<file path="config.mk">
export PLATFORM = sky130hd
export DESIGN_NAME = i2c_sclk_div
export DESIGN_NICKNAME = d
export VERILOG_FILES = /design/src/rtl/i2c_sclk_pkg.sv /design/src/rtl/sclk_ctl_reg.sv /design/src/rtl/sclk_phase_calc.sv /design/src/rtl/sclk_bit_seq.sv /design/src/rtl/i2c_sclk_div.sv
export SDC_FILE = /design/constraint.sdc
export NUM_CORES = 1
export LEC_CHECK = 0
export BUFFER_PORTS_ARGS = -buffer_cell sky130_fd_sc_hd__buf_2
export CAP_MARGIN = 20
export CORE_MARGIN = 3
export CORE_UTILIZATION = 45
export CTS_CLUSTER_SIZE = 30
export DETAILED_ROUTE_END_ITERATION = 12
export GPL_TIMING_DRIVEN = 0
export PLACE_DENSITY = 0.76
export RECOVER_POWER = 50
export SYNTH_ARGS = -nofsm -noshare
export SYNTH_HDL_FRONTEND = slang
export SYNTH_SLANG_ARGS = --single-unit
export TNS_END_PERCENT = 1
</file>
<file path="constraint.sdc">
create_clock -name clk -period 1.9 [get_ports clk]
set_input_delay 0 -clock clk [delete_from_list [all_inputs] [get_ports clk]]
set_output_delay 0 -clock clk [all_outputs]
set_load 0.005 [all_outputs]
</file>
<file path="src/rtl/i2c_sclk_pkg.sv">
package i2c_sclk_pkg;

   typedef enum logic [1:0] {
      PH_IDLE = 2'd0,
      PH_LOW  = 2'd1,
      PH_HIGH = 2'd2
   } phase_e;

   function automatic int unsigned ceil_log2(input int unsigned val);
      int unsigned r;
      r = 0;
      while ((1 << r) < val) r++;
      return (r == 0) ? 1 : r;
   endfunction

endpackage

</file>
<file path="src/rtl/sclk_ctl_reg.sv">
module sclk_ctl_reg #(
   parameter int CODE_W   = 5,
   parameter int MIN_CODE = 3,
   localparam int CTL_W   = CODE_W + 3
) (
   input  logic              clk,
   input  logic              rst,
   input  logic [CTL_W-1:0]  wdata,
   input  logic              we,
   input  logic              start_req,
   output logic [CODE_W-1:0] code,
   output logic              fast,
   output logic              ack_lvl,
   output logic              ack_en,
   output logic              legal,
   output logic              err
);

   logic [CTL_W-1:0] ctl_q;
   logic             err_q;
   logic             new_illegal;

   if (MIN_CODE < 1 || MIN_CODE >= (1 << CODE_W)) begin : g_min_chk
      $error("sclk_ctl_reg: MIN_CODE outside code range");
   end

   assign new_illegal = wdata[CODE_W-1:0] < CODE_W'(MIN_CODE);

   always_ff @(posedge clk) begin
      if (rst) begin
         ctl_q <= '0;
         err_q <= 1'b0;
      end else if (we) begin
         ctl_q <= wdata;
         err_q <= new_illegal;
      end else if (start_req && !legal) begin
         err_q <= 1'b1;
      end
   end

   assign code    = ctl_q[CODE_W-1:0];
   assign fast    = ctl_q[CODE_W];
   assign ack_lvl = ctl_q[CODE_W+1];
   assign ack_en  = ctl_q[CODE_W+2];
   assign legal   = code >= CODE_W'(MIN_CODE);
   assign err     = err_q;


   err_sticky_chk: assert property (@(posedge clk) disable iff (rst)
      (err_q && !we) |=> err_q);


   lvl_follow_chk: assert property (@(posedge clk) disable iff (rst)
      we |=> (ack_lvl == $past(wdata[CODE_W+1])));

endmodule

</file>
<file path="src/rtl/sclk_phase_calc.sv">
module sclk_phase_calc #(
   parameter int CODE_W       = 5,
   parameter int STD_MULT     = 8,
   parameter int FAST_MULT    = 4,
   parameter bit SPECIAL_EN   = 1'b1,
   parameter int SPECIAL_CODE = 5,
   parameter int SPECIAL_LOW  = 6,
   parameter int SPECIAL_HIGH = 4,
   parameter int CNT_W        = 7
) (
   input  logic [CODE_W-1:0] code,
   input  logic              fast,
   output logic [CNT_W-1:0]  low_len,
   output logic [CNT_W-1:0]  high_len
);

   localparam int STD_HALF  = STD_MULT / 2;
   localparam int FAST_HALF = FAST_MULT / 2;

   if ((STD_MULT % 2) != 0 || (FAST_MULT % 2) != 0) begin : g_even_chk
      $error("sclk_phase_calc: multipliers must be even");
   end
   if (SPECIAL_EN && (SPECIAL_LOW + SPECIAL_HIGH != 2 * SPECIAL_CODE)) begin : g_spec_chk
      $error("sclk_phase_calc: special phases must sum to 2 x code");
   end

   logic [CNT_W-1:0] half_len;

   always_comb begin
      if (fast) half_len = CNT_W'(FAST_HALF) * CNT_W'(code);
      else      half_len = CNT_W'(STD_HALF) * CNT_W'(code);
   end

   if (SPECIAL_EN) begin : g_special
      logic is_special;
      assign is_special = fast && (code == CODE_W'(SPECIAL_CODE));
      assign low_len  = is_special ? CNT_W'(SPECIAL_LOW)  : half_len;
      assign high_len = is_special ? CNT_W'(SPECIAL_HIGH) : half_len;
   end else begin : g_plain
      assign low_len  = half_len;
      assign high_len = half_len;
   end

endmodule

</file>
<file path="src/rtl/sclk_bit_seq.sv">
module sclk_bit_seq
   import i2c_sclk_pkg::*;
#(
   parameter int DATA_BITS = 8,
   parameter int CNT_W     = 7,
   localparam int BIT_W    = ceil_log2(DATA_BITS + 1)
) (
   input  logic             clk,
   input  logic             rst,
   input  logic             abort,
   input  logic             start,
   input  logic             legal,
   input  logic             ack_en,
   input  logic [CNT_W-1:0] low_len,
   input  logic [CNT_W-1:0] high_len,
   output logic             scl_low,
   output logic             rise_p,
   output logic             fall_p,
   output logic             bit_end_p,
   output logic             busy,
   output logic             ack_slot
);

   phase_e           ph_q;
   logic [CNT_W-1:0] cnt_q;
   logic [BIT_W-1:0] bit_q;
   logic [BIT_W-1:0] last_bit;

   if (DATA_BITS < 1) begin : g_bits_chk
      $error("sclk_bit_seq: DATA_BITS must be positive");
   end

   assign last_bit = ack_en ? BIT_W'(DATA_BITS) : BIT_W'(DATA_BITS - 1);

   always_ff @(posedge clk) begin
      if (rst) begin
         ph_q      <= PH_IDLE;
         cnt_q     <= '0;
         bit_q     <= '0;
         scl_low   <= 1'b0;
         rise_p    <= 1'b0;
         fall_p    <= 1'b0;
         bit_end_p <= 1'b0;
      end else begin
         rise_p    <= 1'b0;
         fall_p    <= 1'b0;
         bit_end_p <= 1'b0;
         if (abort) begin
            ph_q    <= PH_IDLE;
            cnt_q   <= '0;
            bit_q   <= '0;
            scl_low <= 1'b0;
         end else begin
            unique case (ph_q)
               PH_IDLE: begin
                  if (start && legal) begin
                     ph_q    <= PH_LOW;
                     scl_low <= 1'b1;
                     fall_p  <= 1'b1;
                     cnt_q   <= low_len - CNT_W'(1);
                     bit_q   <= '0;
                  end
               end
               PH_LOW: begin
                  if (cnt_q == '0) begin
                     ph_q    <= PH_HIGH;
                     scl_low <= 1'b0;
                     rise_p  <= 1'b1;
                     cnt_q   <= high_len - CNT_W'(1);
                  end else begin
                     cnt_q <= cnt_q - CNT_W'(1);
                  end
               end
               PH_HIGH: begin
                  if (cnt_q == '0) begin
                     bit_end_p <= 1'b1;
                     if (bit_q == last_bit) begin
                        ph_q  <= PH_IDLE;
                        bit_q <= '0;
                     end else begin
                        ph_q    <= PH_LOW;
                        scl_low <= 1'b1;
                        fall_p  <= 1'b1;
                        cnt_q   <= low_len - CNT_W'(1);
                        bit_q   <= bit_q + BIT_W'(1);
                     end
                  end else begin
                     cnt_q <= cnt_q - CNT_W'(1);
                  end
               end
               default: ph_q <= PH_IDLE;
            endcase
         end
      end
   end

   assign busy     = (ph_q != PH_IDLE);
   assign ack_slot = busy && (bit_q == BIT_W'(DATA_BITS));


   rise_released_chk: assert property (@(posedge clk) disable iff (rst)
      rise_p |-> !scl_low);


   fall_pulled_chk: assert property (@(posedge clk) disable iff (rst)
      fall_p |-> scl_low);


   pull_marked_chk: assert property (@(posedge clk) disable iff (rst)
      $rose(scl_low) |-> fall_p);


   abort_idle_chk: assert property (@(posedge clk) disable iff (rst)
      abort |=> (!busy && !scl_low && !rise_p && !fall_p && !bit_end_p));


   no_illegal_run_chk: assert property (@(posedge clk) disable iff (rst)
      busy |-> legal);


   ack_slot_en_chk: assert property (@(posedge clk) disable iff (rst)
      ack_slot |-> ack_en);

endmodule

</file>
<file path="src/rtl/i2c_sclk_div.sv">
module i2c_sclk_div
   import i2c_sclk_pkg::*;
#(
   parameter int CODE_W       = 5,
   parameter int DATA_BITS    = 8,
   parameter int MIN_CODE     = 3,
   parameter int STD_MULT     = 8,
   parameter int FAST_MULT    = 4,
   parameter bit SPECIAL_EN   = 1'b1,
   parameter int SPECIAL_CODE = 5,
   parameter int SPECIAL_LOW  = 6,
   parameter int SPECIAL_HIGH = 4,
   localparam int CTL_W       = CODE_W + 3,
   localparam int MAX_PHASE   = (STD_MULT / 2) * ((1 << CODE_W) - 1),
   localparam int CNT_W       = ceil_log2(MAX_PHASE + 1)
) (
   input  logic             clk,
   input  logic             rst,
   input  logic [CTL_W-1:0] ctl_wdata,
   input  logic             ctl_we,
   input  logic             xfer_start,
   input  logic             xfer_stop,
   output logic             scl_pull_low,
   output logic             scl_rise_pulse,
   output logic             scl_fall_pulse,
   output logic             bit_done_pulse,
   output logic             xfer_busy,
   output logic             ack_clock_slot,
   output logic             ack_level,
   output logic             cfg_error
);

   logic [CODE_W-1:0] code;
   logic              fast;
   logic              ack_en;
   logic              legal;
   logic [CNT_W-1:0]  low_len;
   logic [CNT_W-1:0]  high_len;

   sclk_ctl_reg #(
      .CODE_W   (CODE_W),
      .MIN_CODE (MIN_CODE)
   ) ctl_i (
      .clk       (clk),
      .rst       (rst),
      .wdata     (ctl_wdata),
      .we        (ctl_we),
      .start_req (xfer_start),
      .code      (code),
      .fast      (fast),
      .ack_lvl   (ack_level),
      .ack_en    (ack_en),
      .legal     (legal),
      .err       (cfg_error)
   );

   sclk_phase_calc #(
      .CODE_W       (CODE_W),
      .STD_MULT     (STD_MULT),
      .FAST_MULT    (FAST_MULT),
      .SPECIAL_EN   (SPECIAL_EN),
      .SPECIAL_CODE (SPECIAL_CODE),
      .SPECIAL_LOW  (SPECIAL_LOW),
      .SPECIAL_HIGH (SPECIAL_HIGH),
      .CNT_W        (CNT_W)
   ) calc_i (
      .code     (code),
      .fast     (fast),
      .low_len  (low_len),
      .high_len (high_len)
   );

   sclk_bit_seq #(
      .DATA_BITS (DATA_BITS),
      .CNT_W     (CNT_W)
   ) seq_i (
      .clk       (clk),
      .rst       (rst),
      .abort     (ctl_we || xfer_stop),
      .start     (xfer_start),
      .legal     (legal),
      .ack_en    (ack_en),
      .low_len   (low_len),
      .high_len  (high_len),
      .scl_low   (scl_pull_low),
      .rise_p    (scl_rise_pulse),
      .fall_p    (scl_fall_pulse),
      .bit_end_p (bit_done_pulse),
      .busy      (xfer_busy),
      .ack_slot  (ack_clock_slot)
   );


   stop_release_chk: assert property (@(posedge clk) disable iff (rst)
      xfer_stop |=> (!xfer_busy && !scl_pull_low));

endmodule

</file>
==> results of run 1 <==
[worst max-delay path, cell delays in order, from the launching register on]
cell,delay (ns)
dfxtp_2,0.34
buf_6,0.12
buf_8,0.12
a22oi_2,0.31
ha_4,0.22
nor4b_1,0.26
a311oi_1,0.12
xnor2_1,0.16
a21o_1,0.16
a31oi_1,0.15
[power by group]
group / switching, W / internal (W)
combinational: 0.000190 / 0.000188
clock: 0.000195 / 0.000282
sequential: 0.0000180 / 0.000562
[state kept, by name, indices dropped and copies added, names as in the netlist]
register,flops
seq_i.rise_p,1
ctl_i.ctl_q,8
ctl_i.err,1
seq_i.scl_low,1
seq_i.bit_q,4
seq_i.cnt_q,7
seq_i.ph_q,2
seq_i.fall_p,1
seq_i.bit_end_p,1
[layer usage]
metal,GRT usage (%),routed length (µm),vias to the layer above
met5,0,0,-
met4,7.16,102,0
met3,3.48,287,13
met2,34.7,2460,72
met1,26.0,2240,847
li1,-,-,888
[cells in the final DEF (no fill, tap or decap), types with 3 or more instances in the layout]
cell	netlist	final
a31oi_1	5	4
o21ai_1	3	3
nand3_1	6	6
o22ai_1	3	3
inv_1	11	9
buf_2	5	19
buf_6	2	6
dfxtp_2	0	7
nand2_1	10	9
mux2i_1	14	14
o21a_1	4	3
dfxtp_1	26	17
clkbuf_8	0	3
clkbuf_1	6	7
o21ai_0	8	8
xor2_1	4	4
dlygate4sd3_1	0	7
buf_4	0	17
nor3_1	5	5
nand2b_1	4	4
a21oi_1	13	13
ha_1	9	6
ha_4	0	3
nor2_1	24	22
[worst paths after layout]
path / to / from / slack (ns) / cells past startpoint
hold / removal: ctl_i.ctl_q[4]$_SDFFE_PP0P_ / ctl_wdata[4] / 0.001 / 3
setup reg to reg: seq_i.cnt_q[5]$_SDFFE_PP0P_ / ctl_i.ctl_q[1]$_SDFFE_PP0P_ / -0.12 / 9
hold reg to reg: seq_i.cnt_q[1]$_SDFFE_PP0P_ / seq_i.cnt_q[1]$_SDFFE_PP0P_ / 0.51 / 2
setup / recovery: seq_i.cnt_q[5]$_SDFFE_PP0P_ / ctl_i.ctl_q[1]$_SDFFE_PP0P_ / -0.12 / 9
[cell families after synthesis]
group,Yosys count
compound gates,56
xor+xnor,6
fa+ha+maj,9
buf+inv,24
flops,26
mux,15
simple gates,78
[layout make-up]
type | instances | area [µm²] | share of cell area [%]
multi-input cells | 164 | 1300 | 53.9
flip-flops and latches | 26 | 537 | 22.3
repair buffers | 45 | 310 | 12.9
plain buffers | 12 | 91.3 | 3.79
well taps | 48 | 60.1 | 2.49
clock buffers | 3 | 41.3 | 1.71
inverters | 11 | 41.3 | 1.71
clock inverters | 1 | 30.0 | 1.25
[timing repair]
item	in CTS	in global routing
setup endpoints to repair	11	14
hold buffers	7	0
resized for setup	21	19
endpoints found under the hold margin	7	0
setup buffers	15	3
pin swaps	10	10
[stage by stage]
stage          TNS, ns  instance area, µm²  util, %
2_1_floorplan        0                1840        -
3_3_place_gp     -1.04                2000     53.1
3_5_place_dp     -1.25                2000     53.1
4_1_cts         -0.321                2300     61.1
5_1_grt          -1.39                2410     63.9
6_report        -0.225                2410     63.9
==> metrics.txt, run 1 <==
IO buf count 20; Starting Density 48.3%; Peak supply drop roughly 0.47 mV; final worst setup slack -0.117 ns; vias after detailed routing between 1500 and 2000; GPL Wtd Cong roughly 0.87; via/cell ratio a little under 6; Cell Area, Synth between 1500 and 2000 µm²; Cells after DPL 282; Post-synth top cells dfxtp_1, nor2_1, mux2i_1; Critical Path Fanout Max 5; crit path time final between 2 and 2.5 ns; # fillers 297; status finished with violations; hold_ws ~0.00099 ns; Main synth FF type dfxtp_1; slew margin rel. just over 30%; RSZ-0062 raised after global routing true; Ports 21; Critical Path Start Type flip-flop; number of library cell types mapped by synthesis 57; clock-pin slew on the worst setup and hold paths around 0.11 ns; crit path DAT about 2.2 ns; dpl ws -0.264 ns; Die Ht between 60 and 70 µm; Worst Clk Skew 0.0116 ns; n_diodes 0; critical path class flip-flop to flip-flop; HPWL Detailed around 3.1 mm; CP Data Required Time ~2.1 ns; synth top area cells dfxtp_1, mux2i_1, ha_1; Clock Sinks 26; Area Overhead vs Synth 32.4%; DR WL/cell 16.4 µm; Max Slew Vio Count 0; Hold Path Class input port to flip-flop; period utilization 106%; Post-DRT Antenna Nets 0; core region area 3770 µm²; die area 4840 µm²; share of layout cells above drive strength 1 roughly a third; LEAKAGE about 1 nW; nature of the critical path endpoint flip-flop; Post-Syn Instances around 210; aggregate global routing overflow 0; syn nets about 240; Total Power 0.00144 W; worst slew pin tran slightly above 1 ns; Peak Freq roughly 0.50 GHz; Seq/Total Area, Yosys between 20 and 30%; Post-synth EDFFs 0; area leader, netlist dfxtp_1; Synth Area in Adders under 10%; top-count cell post-synth dfxtp_1; CTS tree done; post-synthesis register bit count 26; asr flop ratio synth 0%; post-synthesis mux area share 8.32%; largest family of logic cells by synthesized area simple AND/OR/NAND/NOR gates; Max Cap Viol 0; CTS buffer count 3; die width between 60 and 70 µm; first-pass GRT wire length approximately 8.1 mm; number of iterations in the first detailed-routing pass 4; fin cells 310; CTS Buffer Depth 2; Clk Tree Root Cell clkbuf_8; xor/xnor share of the synthesized area around 2.9%; final hold vios 0; failing checks setup timing; GRT Resource Usage Total between 20% and 30%; Syn. warnings 0; final setup vio count 6; nets@finish 285; initial antenna violation count 0; DRC marker count from the first detailed-route iteration 160; simple-gate portion of the synthesized area 25.4%; vias in the first global route around 1700; top-area cell type share of the netlist area between 20% and 30%; Skew-Pair Late Insertion Delay ~0.28 ns; routed wire length 5.09 mm; synthesized area per cell 8.51 µm²; row count 22; largest net degree at the start of global routing 16; Synth Area in Compound Gates 22.5%; DRC Markers 0; PwrDens 595 nW/µm²; H-tree depth 1
(Power assumes the default switching activity.)
==> run 2: changes to the inputs <==
- CELL_PAD_IN_SITES_DETAIL_PLACEMENT: not set -> 2
- CELL_PAD_IN_SITES_GLOBAL_PLACEMENT: not set -> 2
- CORE_UTILIZATION: 45 -> 33
- CTS_BUF_LIST: not set -> sky130_fd_sc_hd__clkbuf_8
- PLACE_DENSITY: 0.76 -> 0.87
- SKIP_LAST_GASP: not set -> 1
==> metrics.txt, run 2 (synthesis results as in run 1) <==
status finished with violations; failing checks setup timing; worst path cell trace buf_6 > buf_12 > buf_4 > nor4_1 > mux2_2 > a21oi_1 > mux2i_1 > o22ai_1; routed wire length 9.73 mm (+91%); RR Startpoint ctl_i.ctl_q[1]$_SDFFE_PP0P_; commonest cells after routing, fill and taps aside nor2_1, buf_4, dfxtp_1, buf_2, mux2i_1; IO buf count 20 (unchanged); Largest stage delay, worst path 0.61 ns (+0.27 ns); Ports 21 (unchanged); DR WL/cell 28.5 µm (+74%); final hold vios 0 (unchanged); share of layout cells above drive strength 1 35.8% (+3.0 points); vias after detailed routing 2065 (+13%); Starting Density 35.0% (-13 points); reg2reg end seq_i.cnt_q[6]$_SDFFE_PP0P_; Area after DPL 2030 µm² (+1.4%); Clock Sinks 26 (unchanged); die width 80.3 µm (+15%); CTS Buffer Depth 2 (unchanged); die area 6440 µm² (+33%); nets@finish 294 (+3.2%); core region area 5200 µm² (+38%); RSZ-0062 raised after global routing true; first-pass GRT wire length 13.1 mm (+60%); CP startpoint ctl_i.ctl_q[1]$_SDFFE_PP0P_; post-route setup TNS -2.55 ns (-2.32 ns); worst slew pin tran 0.746 ns (-0.285 ns); DRC marker count from the first detailed-route iteration 167 (+4.4%); H-tree depth 1 (unchanged); row count 26 (+18%); vias in the first global route 2269 (+30%); aggregate global routing overflow 0 (unchanged); crit path DAT 2.56 ns (+0.33 ns); Total Power 0.00160 W (+12%); Max Cap Viol 0 (unchanged); CTS tree done; Post-DRT Antenna Nets 0 (unchanged); initial antenna violation count 0 (unchanged); number of iterations in the first detailed-routing pass 4 (unchanged); Largest regs ctl_i.ctl_q (8), seq_i.cnt_q (7), seq_i.bit_q (4); number of flip-flops in the largest register 8 (unchanged); Peak supply drop 0.438 mV (-7.9%); final setup vio count 13 (+7); HPWL Detailed 4.04 mm (+29%); crit path max-delay cell type nor4_1; Skew-Pair Late Insertion Delay 0.31 ns (+0.03 ns); CTS buffer count 3 (unchanged); dpl ws -0.385 ns (-0.122 ns); period utilization 123% (+17 points); final worst setup slack -0.437 ns (-0.320 ns); # fillers 566 (+91%); Critical Path Start Type flip-flop; LEAKAGE 1.04 nW (+6.3%); Clk Tree Root Cell clkbuf_8; PwrDens 616 nW/µm² (+3.5%); n_diodes 0 (unchanged); CP Data Required Time 2.12 ns (about the same); clock-pin slew on the worst setup and hold paths 0.13 ns (+0.02 ns); R2R depth 8 (-1); post-route cell area 2600 µm² (+8.0%); R2R setup slack -0.44 ns (-0.32 ns); Max Slew Vio Count 0 (unchanged); Critical Path Fanout Max 8 (+3); Peak Freq 0.428 GHz (-14%); Hold Path Class input port to flip-flop; critical path class flip-flop to flip-flop; Area Overhead vs Synth 43.0%; Reg with most FFs ctl_i.ctl_q; GPL Wtd Cong 0.782 (-10%); nature of the critical path endpoint flip-flop; crit path time final 2.34 ns (+0.320 ns); largest net degree at the start of global routing 16 (unchanged); GRT Resource Usage Total 27.6% (+7.1 points); DRC Markers 0 (unchanged); CP endpoint seq_i.cnt_q[6]$_SDFFE_PP0P_; Worst Clk Skew 0.0217 ns (+0.0100 ns); via/cell ratio 6.06 (+3.1%); slew margin rel. 50.3% (+20 points); Die Ht 80.3 µm (+15%)
run 2: per-layer routing:
layer / track usage [%] / routed length [µm] / part of all wire (%) / vias to the layer above
li1: - / - / - / 905
met1: 29.4 / 3920 / 40 / 1077
met2: 51.6 / 5200 / 53 / 60
met3: 4.93 / 295 / 3.0 / 23
met4: 13.2 / 314 / 3.2 / 0
met5: 0 / 0 / 0 / -
run 2: layout make-up:
cell class / count / area, µm² / share of cell area, %
clock buffers: 3 / 41.3 / 1.59
flip-flops and latches: 26 / 536 / 20.6
clock inverters: 1 / 30.0 / 1.15
repair buffers: 54 / 389 / 14.9
inverters: 11 / 41.3 / 1.59
well taps: 70 / 87.6 / 3.36
multi-input cells: 164 / 1380 / 52.9
plain buffers: 12 / 103 / 3.94
run 2: timing repair:
| action | CTS | global route |
|---|---|---|
| setup buffers | 17 | 8 |
| resized for setup | 33 | 22 |
| pin swaps | 13 | 10 |
| hold buffers | 8 | 0 |
| endpoints found under the hold margin | 8 | 0 |
| endpoints found under the setup margin | 14 | 14 |
run 2: worst min-delay path by stage:
stage | from | to | slack [ns] | depth (start not counted)
finish | xfer_stop | seq_i.scl_low$_SDFFE_PP0P_ | 0.11 | 3
global route | xfer_stop | seq_i.scl_low$_SDFFE_PP0P_ | 0.12 | 3
CTS | xfer_stop | seq_i.scl_low$_SDFFE_PP0P_ | 0.10 | 3
detailed placement | ctl_wdata[7] | ctl_i.ctl_q[7]$_SDFFE_PP0P_ | 0.25 | 3
global placement | ctl_wdata[6] | ctl_i.ctl_q[6]$_SDFFE_PP0P_ | 0.24 | 3
floorplan | ctl_wdata[3] | ctl_i.ctl_q[3]$_SDFFE_PP0P_ | 0.15 | 2
run 2: power by group:
| group | switching, W | total (W) | leakage (nW) | internal (W) |
|---|---|---|---|---|
| sequential | 0.0000282 | 0.000589 | 0.215 | 0.000561 |
| combinational | 0.000267 | 0.000493 | 0.785 | 0.000227 |
| clock | 0.000238 | 0.000522 | 0.0357 | 0.000284 |
| total | 0.000533 | 0.00160 | 1.04 | 0.00107 |
run 2: worst max-delay path, delay by kind of cell, from the launching register on:
family,cells,cell delay (ns)
AO/OA/AOI/OAI,2,0.30
buffers and inverters,3,0.43
flip-flops,1,0.36
multiplexers,2,0.54
AND/OR/NAND/NOR,1,0.61
run 2: stage by stage:
stage | utilization [%] | cells | hold slack [ns]
after floorplan | - | 214 | 0.147
after global placement | 39.0 | 304 | 0.239
after detailed placement | 39.0 | 304 | 0.247
after CTS | 47.1 | 332 | 0.104
after global routing | 50.0 | 341 | 0.119
final | 50.0 | 341 | 0.106
==> run 3: changes to the inputs <==
- CORE_MARGIN: 3 -> 2
==> metrics.txt, run 3 (synthesis results as in run 1) <==
final setup vio count 12 (-1); HPWL Detailed 4.14 mm (+2.5%); row count 27 (+3.8%); period utilization 110% (-13 points); Critical Path Start Type flip-flop; first-pass GRT wire length 11.7 mm (-10%); Largest regs ctl_i.ctl_q (8), seq_i.cnt_q (7), seq_i.bit_q (4); Clk Tree Root Cell clkbuf_8; Total Power 0.00149 W (-7.2%); clock-pin slew on the worst setup and hold paths 0.11 ns (-0.02 ns); Internal Power 0.00103 W (-4.0%); hold_sp ctl_wdata[3]; vias in the first global route 2130 (-6.1%); post-route cell area 2440 µm² (-6.4%); worst path cell trace buf_6 > nor2_4 > nand2_2 > nand2_2 > a22oi_2 > ha_2 > buf_4 > buf_4 > xor2_1 > a32oi_1 > a211oi_2; Hold Path Class input port to flip-flop; slew margin rel. 56.0% (+5.7 points); H-tree depth 1 (unchanged); combinational power share 26.8% (-3.9 points); aggregate global routing overflow 0 (unchanged); number of flip-flops in the largest register 8 (unchanged); die area 6130 µm² (-4.9%); met2 WL post-DR 3.82 mm (-27%); P_sw 0.000460 W (-14%); DRC marker count from the first detailed-route iteration 71 (-57%); Max Cap Viol 0 (unchanged); PwrDens 611 nW/µm² (-0.83%); CTS buffer count 3 (unchanged); top sig layer met4; Hold Crit Depth 3 (unchanged); IO buf count 20 (unchanged); failing checks setup timing; number of iterations in the first detailed-routing pass 4 (unchanged); LEAKAGE 0.961 nW (-7.2%); Peak Freq 0.477 GHz (+11%); die width 78.3 µm (-2.5%); RR Startpoint ctl_i.ctl_q[3]$_SDFFE_PP0P_; Post-DRT Antenna Nets 0 (unchanged); Clock Sinks 26 (unchanged); Ports 21 (unchanged); M1 WL 3.09 mm (-21%); Seq pwr share 39.5% (+2.8 points); DRC Markers 0 (unchanged); critical path class flip-flop to flip-flop; Worst Clk Skew 0.00306 ns (-0.0186 ns); Starting Density 33.7% (-1.3 points); crit path time final 2.10 ns (-0.239 ns); final worst setup slack -0.198 ns (+0.239 ns); share of layout cells above drive strength 1 33.2% (-2.6 points); via/cell ratio 5.81 (-4.0%); Max Slew Vio Count 0 (unchanged); commonest cells after routing, fill and taps aside nor2_1, dfxtp_1, buf_2, buf_4, mux2i_1; CP Data Required Time 2.05 ns (-0.07 ns); Peak supply drop 0.326 mV (-25%); worst slew pin tran 0.661 ns (-0.0854 ns); crit path DAT 2.25 ns (-0.31 ns); post-layout util 45.1% (-5.0 points); CTS Buffer Depth 2 (unchanged); commonest non-fill, non-tap cell in the layout nor2_1; GRT Resource Usage Total 25.0% (-2.6 points); DR WL met3 197 µm (-33%); switch share 30.9% (-2.3 points); initial antenna violation count 0 (unchanged); routed wire length 7.34 mm (-25%); crit path max-delay cell type dfxtp_2; n_diodes 0 (unchanged); RSZ-0062 raised after global routing true; core region area 5410 µm² (+3.8%); nets@finish 282 (-4.1%); CP startpoint ctl_i.ctl_q[3]$_SDFFE_PP0P_; vias after detailed routing 1924 (-6.8%); Reg with most FFs ctl_i.ctl_q; post-route setup TNS -1.25 ns (+1.30 ns); Die Ht 78.3 µm (-2.5%); largest net degree at the start of global routing 16 (unchanged); nature of the critical path endpoint flip-flop; DR WL/cell 22.2 µm (-22%); Critical Path Fanout Max 3 (-5); GPL Wtd Cong 0.794 (+1.5%); CTS tree done; R2R depth 11 (+3); Cells after DPL 306 (+0.66%); Area after DPL 2030 µm² (+0.12%); Skew-Pair Late Insertion Delay 0.29 ns (-0.02 ns); status finished with violations; fin cells 331 (-2.9%); final hold vios 0 (unchanged); Area Overhead vs Synth 33.8%; Clock power frac 33.7% (+1.2 points); Largest stage delay, worst path 0.36 ns (-0.25 ns)
[run 3: cell count changes in the layout (fill, tap and decap cells not counted), moves of 2 or more]
cell,before,now
buf_4,22,14
buf_12,2,0
buf_2,15,17
buf_6,7,5
clkbuf_1,10,8
ha_2,1,3
ha_4,3,1
nor4b_2,1,3
nor4b_4,3,1
[run 3: final timing paths]
| kind | to | slack (ns) |
|---|---|---|
| worst max-delay path | seq_i.cnt_q[3]$_SDFFE_PP0P_ | -0.20 |
| worst min-delay path | ctl_i.ctl_q[3]$_SDFFE_PP0P_ | 0.02 |
| worst max register to register | seq_i.cnt_q[3]$_SDFFE_PP0P_ | -0.20 |
| worst min register to register | seq_i.cnt_q[1]$_SDFFE_PP0P_ | 0.51 |
[run 3: metal layers]
metal	vias up	track usage, %
li1	879	-
met2	52	44.8
met5	-	0
met1	969	29.8
met4	0	11.1
met3	24	3.10
[run 3: area by class of cell]
type                       count  area [µm²]
clock buffer                   3        41.3
clock inverter                 1        30.0
inverter                      11        41.3
timing repair buffer          42         279
fill                         607        2970
tap                           72        90.1
buffer                        12        97.6
sequential                    26         536
multi-input combinational    164        1320
[run 3: worst max-delay path, delay by kind of cell (launching register included)]
kind,cells,cell delay (ns)
AOI/OAI and AO/OA,3,0.54
adders and majority gates,1,0.21
buffers and inverters,3,0.41
and+or+nand+nor,3,0.29
DFF,1,0.36
xor gates and xnor gates,1,0.16
[run 3: through the flow]
stage | hold WS [ns] | setup slack (ns)
floorplan | 0.147 | 0.00199
global placement | 0.238 | -0.314
detailed placement | 0.248 | -0.336
CTS | 0.0207 | -0.0775
global route | 0.0451 | -0.272
finish | 0.0248 | -0.198
[run 3: power groups by stage]
| stage | sequential [W] | clock, W | combinational, W |
|---|---|---|---|
| after floorplan | 0.000589 | 0 | 0.000218 |
| after global placement | 0.000593 | 0 | 0.000287 |
| after detailed placement | 0.000594 | 0 | 0.000298 |
| after CTS | 0.000584 | 0.000495 | 0.000371 |
| after global routing | 0.000591 | 0.000523 | 0.000426 |
| final | 0.000588 | 0.000503 | 0.000399 |
[run 3: timing repair]
action | in CTS | in global routing
endpoints found under the setup margin | 14 | 14
resized for setup | 40 | 5
hold buffers | 7 | 0
pin swaps | 11 | 6
buffers inserted | 14 | 0
hold endpoints to repair | 7 | 0
